**config.mk**
```make
export PLATFORM = sky130hd
export DESIGN_NAME = ir_pulse_shaper
export DESIGN_NICKNAME = d
export VERILOG_FILES = /design/src/rtl/irps_pkg.sv /design/src/rtl/irps_sync.sv /design/src/rtl/irps_tx_narrow.sv /design/src/rtl/irps_rx_stretch.sv /design/src/rtl/ir_pulse_shaper.sv
export SDC_FILE = /design/constraint.sdc
export NUM_CORES = 1
export LEC_CHECK = 0
export ABC_AREA = 1
export BUFFER_PORTS_ARGS = -buffer_cell sky130_fd_sc_hd__buf_2
export CAP_MARGIN = 20
export CORE_ASPECT_RATIO = 1.5
export CORE_MARGIN = 3
export CORE_UTILIZATION = 50
export DETAILED_ROUTE_END_ITERATION = 6
export GPL_TIMING_DRIVEN = 0
export HOLD_SLACK_MARGIN = 0.06
export PLACE_DENSITY = 0.82
export SYNTH_ARGS = -nofsm -noshare
export SYNTH_HDL_FRONTEND = slang
export SYNTH_HIERARCHICAL = 1
export SYNTH_SLANG_ARGS = --single-unit
```
**constraint.sdc**
```tcl
create_clock -name clk -period 1.27 [get_ports clk]
set_input_delay 0.127 -clock clk [delete_from_list [all_inputs] [get_ports clk]]
set_output_delay 0.127 -clock clk [all_outputs]
set_load 0.05 [all_outputs]
```
**src/rtl/irps_pkg.sv**
```systemverilog
package irps_pkg;
  // Width of a down-counter that must hold values 0 .. n-1.
  function automatic int cnt_width(input int n);
    return (n < 2) ? 1 : $clog2(n);
  endfunction
endpackage

```
**src/rtl/irps_sync.sv**
```systemverilog
module irps_sync #(
  parameter int STAGES = 2
) (
  input  logic clk,
  input  logic clr,
  input  logic d,
  output logic q
);
  logic [STAGES-1:0] chain;

  always_ff @(posedge clk) begin
    if (clr) chain <= '0;
    else     chain <= {chain[STAGES-2:0], d};
  end

  assign q = chain[STAGES-1];
endmodule

```
**src/rtl/irps_tx_narrow.sv**
```systemverilog
module irps_tx_narrow
  import irps_pkg::*;
#(
  parameter int TX_PULSE_CLKS = 80
) (
  input  logic clk,
  input  logic clr,
  input  logic uart_txd,
  input  logic bit_tick,
  output logic led
);
  localparam int CW = cnt_width(TX_PULSE_CLKS);
  localparam logic [CW-1:0] LOAD = CW'(TX_PULSE_CLKS - 1);

  logic          txd_q;
  logic          tick_q;
  logic [CW-1:0] cnt;
  logic          start;

  // Zero bit begins on a falling edge or at a bit boundary with the line low.
  assign start = !uart_txd && (txd_q || tick_q);

  always_ff @(posedge clk) begin
    if (clr) begin
      txd_q  <= 1'b0;
      tick_q <= 1'b0;
      cnt    <= '0;
      led    <= 1'b0;
    end else begin
      txd_q  <= uart_txd;
      tick_q <= bit_tick;
      if (start) begin
        led <= 1'b1;
        cnt <= LOAD;
      end else if (cnt != '0) begin
        cnt <= cnt - 1'b1;
      end else begin
        led <= 1'b0;
      end
    end
  end
endmodule

```
**src/rtl/irps_rx_stretch.sv**
```systemverilog
module irps_rx_stretch
  import irps_pkg::*;
#(
  parameter int RX_BIT_CLKS = 434
) (
  input  logic clk,
  input  logic clr,
  input  logic rx_sync,
  output logic rxd
);
  localparam int CW = cnt_width(RX_BIT_CLKS);
  localparam logic [CW-1:0] LOAD = CW'(RX_BIT_CLKS - 1);

  logic          prev;
  logic [CW-1:0] cnt;
  logic          lead;

  assign lead = prev && !rx_sync;

  always_ff @(posedge clk) begin
    if (clr) begin
      prev <= 1'b0;
      cnt  <= '0;
      rxd  <= 1'b1;
    end else begin
      prev <= rx_sync;
      if (lead) begin
        rxd <= 1'b0;
        cnt <= LOAD;
      end else if (cnt != '0) begin
        cnt <= cnt - 1'b1;
      end else begin
        rxd <= 1'b1;
      end
    end
  end
endmodule

```
**src/rtl/ir_pulse_shaper.sv**
```systemverilog
module ir_pulse_shaper #(
  parameter int TX_PULSE_CLKS = 80,
  parameter int RX_BIT_CLKS   = 434,
  parameter int SYNC_STAGES   = 2
) (
  input  logic clk,
  input  logic rst,
  input  logic soft_rst,
  input  logic uart_txd,
  input  logic bit_tick,
  input  logic ir_rxd_n,
  output logic ir_led,
  output logic uart_rxd
);
  logic clr;
  logic rx_s;

  assign clr = rst || soft_rst;

  irps_tx_narrow #(.TX_PULSE_CLKS(TX_PULSE_CLKS)) u_tx (
    .clk(clk), .clr(clr), .uart_txd(uart_txd), .bit_tick(bit_tick), .led(ir_led)
  );

  irps_sync #(.STAGES(SYNC_STAGES)) u_sync (
    .clk(clk), .clr(clr), .d(ir_rxd_n), .q(rx_s)
  );

  irps_rx_stretch #(.RX_BIT_CLKS(RX_BIT_CLKS)) u_rx (
    .clk(clk), .clr(clr), .rx_sync(rx_s), .rxd(uart_rxd)
  );
endmodule

```
Yosys cells after proc, flatten, opt, wreduce, memory -nomap -nowiden
Index checks and enable logic that the tools add are counted.
- multiplexer cells: 8
- add/subtract/negate cells: 2
- equality and inequality tests: 2
- reduce and logical (&&, ||, !) cells: 12
- operator list (cell ; number):
    $mux 9 ; 2
    $mux 7 ; 2
    $reduce_bool 9->1 ; 1
    $sub 9x1->9 const B ; 1
    $reduce_bool 7->1 ; 1
    $sub 7x1->7 const B ; 1
    $mux 1 ; 4
    $ne 2x1->1 const B ; 2
    $reduce_bool 2->1 ; 2
    $reduce_or 2->1 ; 2
    $logic_and 1x1->1 ; 2
    $logic_not 1->1 ; 2
    $logic_or 1x1->1 ; 2
- register bits: 23
- bits of input ports: 6
- output and inout port bits: 2

Depth between registers and ports, before layout
Gate-level depths: netlist (run 1).
- depth in word-level cells: 3
- depth in mapped cells: 9
- gate-level depth less buffers: 9

Modules after synthesis
The synthesis (run 1) kept the hierarchy.
- modules (own cells, without submodules) (module ; area an instance (sq um) ; times used ; sequential area each (sq um) ; cells each):
    irps_rx_stretch ; 610.6 ; 1 ; 220.2 ; 89
    irps_tx_narrow ; 456.7 ; 1 ; 200.2 ; 58
    irps_sync ; 55.1 ; 1 ; 40.0 ; 6
    ir_pulse_shaper ; 11.3 ; 1 ; 0.0 ; 3

Least setup slack after synthesis (run 1)
OpenSTA, ideal clock, no wires.
- kind: register -> register
- from: register u_rx.cnt[0]
- to: register u_rx.cnt[0]
- arrival: 1.098 ns
- buffers on the path: 0
- setup slack: 0.062 ns
- data required time: 1.161 ns
- stages on the path, launching flop included: 10
- cell sequence: dfxtp_1 inv_1 ha_1 nand2_1 nor2_2 nand2_4 nand2_1 nand3_1 nand2_1 inv_1
- word-level cells in the longest chain between the ends: 3
- elaborated cells between the ends (all ways): 5
- classes of those cells: add/sub (1); mux (2); reduce/logical (2)
- RTL lines (item ; RTL line ; source):
    start: declaration ; irps_rx_stretch.sv:15 ; logic [CW-1:0] cnt;
    start signal: assignment ; irps_rx_stretch.sv:31 ; cnt <= cnt - 1'b1;
    $sub 9x1->9 ; irps_rx_stretch.sv:31 ;
    $mux 9 ; irps_rx_stretch.sv:30 ; end else if (cnt != '0) begin
    $mux 9 ; irps_rx_stretch.sv:27 ; if (lead) begin
Several ways; a longest one is shown, not always the timed one. The select of a mux whose other input is x is not followed.
A chain may end at the register's enable or synchronous reset.

Worst setup path after layout (run 1)
- from: register u_rx.cnt[1]
- to: register u_rx.cnt[8]
The elaborated chain is that of the path after synthesis.

==> results of run 1 <==
cells in the final DEF, fill, tap and decap left out, types with 2 or more instances in the layout:
cell and instances:
inv_2 4, xor2_1 3, inv_1 20, buf_2 7
clkbuf_4 3, ha_2 2, buf_4 2, nor3_1 2
dlygate4sd3_1 2, dfxtp_1 22, nor2_2 7, nand2_1 29
nor2_1 27, nand3_1 13, a21oi_1 10, nand2_2 2
o21ai_0 2, nand4_1 2
worst min-delay path by stage:
stage	endpoint	startpoint	depth (start not counted)	slack (ps)
finish	u_tx/txd_q	uart_txd	3	90
global route	u_tx/txd_q	uart_txd	3	90
CTS	u_tx/txd_q	uart_txd	3	90
detailed placement	u_sync/chain[0]	ir_rxd_n	3	340
global placement	u_tx/tick_q	bit_tick	3	330
floorplan	u_sync/chain[0]	ir_rxd_n	2	230
metrics by stage:
stage | hold WS, ps | utilization | power, mW | worst slack [ps] | TNS [ps]
floorplan | 234 | - | 2.43 | 62.2 | 0
global route | 90.9 | 0.607 | 3.40 | -57.3 | -125
detailed placement | 343 | 0.569 | 2.73 | -93.3 | -324
CTS | 89.9 | 0.597 | 3.09 | -28.1 | -58.6
finish | 91.1 | 0.607 | 3.12 | 38.1 | 0
global placement | 329 | 0.569 | 2.62 | -41.9 | -72.7
per-layer routing:
| metal | global-route usage | wire length, um |
|---|---|---|
| met1 | 0.178 | 888 |
| met2 | 0.309 | 1110 |
| met3 | 0.0282 | 57 |
| met4 | 0.0623 | 19 |
| met5 | 0 | 0 |
worst max-delay path, stage by stage, from the launching register on:
cell     delay [ps]
dfxtp_2         350
inv_1            80
ha_2            220
inv_1            60
nor2_1          170
nand3_1         100
nand3_1          90
a21oi_1          60
power by group through the flow:
stage               Combinational [mW]  Clock [mW]  Sequential (mW)
floorplan                         1.45           0            0.980
global placement                  1.63           0            0.995
detailed placement                1.73           0             1.00
CTS                               1.77       0.336            0.985
global route                      2.02       0.366             1.01
finish                            1.81       0.325            0.989
cells by family (layout without fill, tap and decap cells):
| kind of cell | Yosys count | after routing | share of synthesized area |
|---|---|---|---|
| buf+inv | 25 | 40 | 0.0828 |
| compound gates | 15 | 15 | 0.0828 |
| simple gates | 87 | 87 | 0.372 |
| fa+ha+maj | 3 | 3 | 0.0331 |
| xor+xnor | 3 | 3 | 0.0232 |
| flops | 23 | 23 | 0.406 |
timing repair:
| action | in CTS | in global routing |
|---|---|---|
| resized for setup | 3 | 4 |
| hold buffers | 2 | 0 |
| pin swaps | 1 | 1 |
| hold endpoints to repair | 2 | 0 |
| buffers inserted | 0 | 2 |
| setup endpoints to repair | 8 | 11 |
area by class of cell:
class / instances / area (sq um)
Clock buffer: 4 / 26.3
Fill cell: 194 / 826
Inverter: 25 / 93.8
Multi-Input combinational cell: 108 / 597
Sequential cell: 23 / 462
Tap cell: 22 / 27.5
Timing Repair Buffer: 11 / 70.1
sequential cells by signal, summed over array words and instances, names as in the netlist:
register	count
u_rx/cnt	9
u_tx/led	1
u_rx/prev	1
u_sync/chain	2
u_tx/cnt	7
u_rx/rxd	1
u_tx/tick_q	1
u_tx/txd_q	1
==> qor.yml, run 1 <==
rsz0062_at_grt: "yes"
synth_common_cells: "29 x nand2_1, 27 x nor2_1, 23 x dfxtp_1"
row_count: 20
dpl_cell_area_sq_mm: 0.00120
start_util: 0.539
drtIter0Drc: 31
switching_share: 0.458
drive_above_1_share: 0.205
cp.arrival_ps: 1410
numPortBuffers: 7
maxCapViolations: 0
grt_pass1_vias: 999
syn2layout_area_growth_pct: 12.6
gp_congestion: 0.761
fmaxAchievable_mhz: 812
synthTopCellsByArea: "dfxtp_1 41%, nand2_1 9.6%, nor2_1 8.9%"
async_flop_share: 0
ys_warn_count: 6
yosys.area.top_type_share: 0.406
combPwrFrac: 0.579
peakVddDrop_uv: 1410
num_io_pins: 8
p_switching_mw: 1.43
wl_mm: 2.07
antenna_found_initial: 0
track_usage: 0.167
numCtsBuffers: 3
tightestPinTransition_ps: 455
diodes: 0
p_int_mw: 1.69
final_nets: 181
cp-start-kind: "flop"
synth_seq_cells: 23
clock_latency_ps: 300
die_w_um: 44.9
netlist_area_sq_mm: 0.00113
hold_violations: 0
ys_seq_area_frac: 0.406
finalSetupViolCount: 0
worstReg2RegEnd: "u_rx/cnt[8]"
avgSynthCellArea_sq_um: 7.27
grt_overflow: 0
seqPwrFrac: 0.317
ant_nets: 0
relSlewSlack: 0.696
p_leak_nw: 0.621
period_share: 0.970
skew_ps: 3.43
crit_path_max_fanout: 5
firstDrtPassIters: 4
netlist_instances: 156
grt_max_degree: 16
vias: 985
wire_per_inst_um: 10.7
required_ps: 1450
htreeDepth: 1
period_needed_ps: 1230
coreArea_sq_mm: 0.00210
yosysUniqueCellTypes: 23
synth_top_cell_by_area: "dfxtp_1"
hold_path.class: "in -> reg"
p_per_area_mw_per_mm2: 2450
drc: 0
synth-edff-count: 0
grt_pass1_wl_mm: 3.73
status: "completed"
clk_pin_slew_worst_paths_ps: 120
reg2reg_slack_ps: 40
dp_hpwl_mm: 1.57
drv_slew: 0
cp-startpoint: "u_rx/cnt[1]"
syn_nets: 165
r2r_start: "u_rx/cnt[1]"
worst-setup-path-type: "reg -> reg"
end_kind: "flop"
dieHeight_um: 64.3
crit_end: "u_rx/cnt[8]"
clockBufferDepth: 2
root_buffer: "clkbuf_4"
yosysMostFrequentCell: "nand2_1"
die_area_sq_mm: 0.00289
stdcell_count: 193
design_area_sq_mm: 0.00128
dpl.cell_count: 185
power_frac_clock: 0.104
synth-main-ff-cell: "dfxtp_1"
r2r_cells: 7
viasPerCell: 5.10
clock-sinks: 23
cts_tree: "built"
(Power assumes the default switching activity.)
==> run 2: changes to the inputs <==
--- a/config.mk
+++ b/config.mk
@@ -5,7 +5,6 @@
 export SDC_FILE = /design/constraint.sdc
 export NUM_CORES = 1
 export LEC_CHECK = 0
-export ABC_AREA = 1
 export BUFFER_PORTS_ARGS = -buffer_cell sky130_fd_sc_hd__buf_2
 export CAP_MARGIN = 20
 export CORE_ASPECT_RATIO = 1.5
==> qor.yml, run 2 <==
htreeDepth: 1
grt_overflow: 0
maxCapViolations: 0
drive_above_1_share: 0.500
violations: "negative setup slack"
cp-start-kind: "flop"
fin_ws_ps: -295
p_leak_nw: 0.572
yosysMostFrequentCell: "dfxtp_1"
row_count: 19
p_per_area_mw_per_mm2: 2490
clock-sinks: 23
cp_slowest_stage_delay_ps: 350
drv_slew: 0
crit_chain: "inv_2 > ha_4 > or3b_1 > buf_6 > buf_4 > o31ai_4 > a21oi_1"
tightestPinTransition_ps: 399
multi_input_area_sq_um: 708
hold_violations: 0
coreArea_sq_mm: 0.00190
crit_path_max_fanout: 7
period_needed_ps: 1570
root_buffer: "clkbuf_4"
async_flop_share: 0
grt_pass1_wl_mm: 3.52
drc: 0
netlist_area_sq_mm: 0.00103
synth_common_cells: "23 x dfxtp_1, 13 x a21oi_1, 7 x nor2b_1"
peakVddDrop_uv: 1450
hold_depth: 3
ant_nets: 0
r2r_cells: 7
final_nets: 146
skew_ps: 4.84
start_util: 0.542
reg_top3: "u_rx/cnt (9), u_tx/cnt (7), u_sync/chain (2)"
relSlewSlack: 0.733
clockBufferDepth: 2
grt_max_degree: 13
diodes: 0
worst-setup-path-type: "reg -> reg"
wire_per_inst_um: 14.2
yosys.area.top_type_share: 0.447
track_usage: 0.174
antenna_found_initial: 0
avgSynthCellArea_sq_um: 9.55
synth_top_cell_by_area: "dfxtp_1"
final_common_cell: "dfxtp_1"
rsz0062_at_grt: "yes"
hold_path.class: "in -> reg"
fmaxAchievable_mhz: 639
firstDrtPassIters: 4
stdcell_count: 157
die_area_sq_mm: 0.00265
vias: 903
required_ps: 1460
synth_seq_cells: 23
cts_tree: "built"
status: "complete, but fails checks"
ff_latch_area_sq_um: 474
end_kind: "flop"
grt_pass1_vias: 937
regMostFlops: "u_rx/cnt"
reg2reg_slack_ps: -300
viasPerCell: 5.75
dpl.cell_count: 136
wl_mm: 2.24
yosysUniqueCellTypes: 34
numPortBuffers: 7
setup_tns_ps: -2720
largest_reg_flops: 9
finalSetupViolCount: 18
numCtsBuffers: 3
syn2layout_area_growth_pct: 41.3
gp_congestion: 0.767
period_share: 1.23
clock_latency_ps: 310
syn_nets: 117
num-fill-cells: 125
die_w_um: 43.1
worst_hold_slack_ps: 122
netlist_instances: 108
synth-edff-count: 0
cpMaxStageDelayCell: "dfxtp_2"
synthTopCellsByArea: "dfxtp_1 45%, a21oi_1 6.3%, nor2b_1 4.2%"
num_io_pins: 8
dp_hpwl_mm: 1.35
synth-main-ff-cell: "dfxtp_1"
clk_pin_slew_worst_paths_ps: 110
cp.arrival_ps: 1760
ys_warn_count: 6
ys_seq_area_frac: 0.447
drtIter0Drc: 14
final_cell_mix: "16 x dfxtp_1, 14 x buf_4, 11 x a21oi_1"
dieHeight_um: 61.6
-- run 2: power breakdown --
part | internal [mW] | switching, mW | total [mW]
combinational | 1.20 | 1.03 | 2.24
clock | 0.123 | 0.202 | 0.324
sequential | 0.879 | 0.181 | 1.06
-- run 2: final cells by class --
class                      count  area share
multi-input combinational     76       0.486
tap                           21      0.0180
timing repair buffer          25       0.125
clock buffer                   4      0.0180
buffer                         3      0.0129
inverter                       5      0.0146
sequential                    23       0.326
-- run 2: logic make-up (layout without fill, tap and decap cells) --
logic type               after synthesis  after routing  synth area share
AO/OA/AOI/OAI                         32             32             0.200
XOR/XNOR                               6              6            0.0510
adder cells (fa/ha/maj)                3              3            0.0364
buffers and inverters                  9             37            0.0400
flip-flops                            23             23             0.447
AND/OR/NAND/NOR                       35             35             0.226
-- run 2: path summary, 6_finish.rpt --
kind / from / end
min reg2reg: u_sync/chain[0] / u_sync/chain[1]
min: rst / u_sync/chain[1]
max reg2reg: u_tx/cnt[0] / u_tx/cnt[6]
max: u_tx/cnt[0] / u_tx/cnt[6]
-- run 2: critical path, delay by kind of cell, from the launching register on --
kind	cells	cell delay, ps
buf+inv	3	370
simple gates	1	350
compound gates	2	260
flops	1	350
fa+ha+maj	1	120
-- run 2: metrics by stage --
step / setup slack, ps / instance area [sq um] / util / power [mW]
2_1_floorplan: -199 / 1090 / - / 2.22
3_3_place_gp: -253 / 1150 / 0.603 / 2.39
3_5_place_dp: -266 / 1150 / 0.603 / 2.47
4_1_cts: -279 / 1350 / 0.711 / 3.29
5_1_grt: -340 / 1460 / 0.766 / 3.87
6_report: -295 / 1460 / 0.766 / 3.62
-- run 2: per-layer routing --
layer  global-route usage  vias to the layer above  wire length (um)
met5                    0                        -                 0
met4                0.116                        0                49
met3               0.0205                        5                40
met2                0.361                       13              1300
met1                0.153                      442               845
li1                     -                      443                 -
-- run 2: what timing repair did --
| action | 4_1_cts | 5_1_grt |
|---|---|---|
| pin swaps | 12 | 6 |
| buffers inserted | 11 | 4 |
| endpoints found under the setup margin | 18 | 18 |
| hold buffers | 3 | 0 |
| resized for setup | 16 | 17 |
| hold endpoints to repair | 3 | 0 |
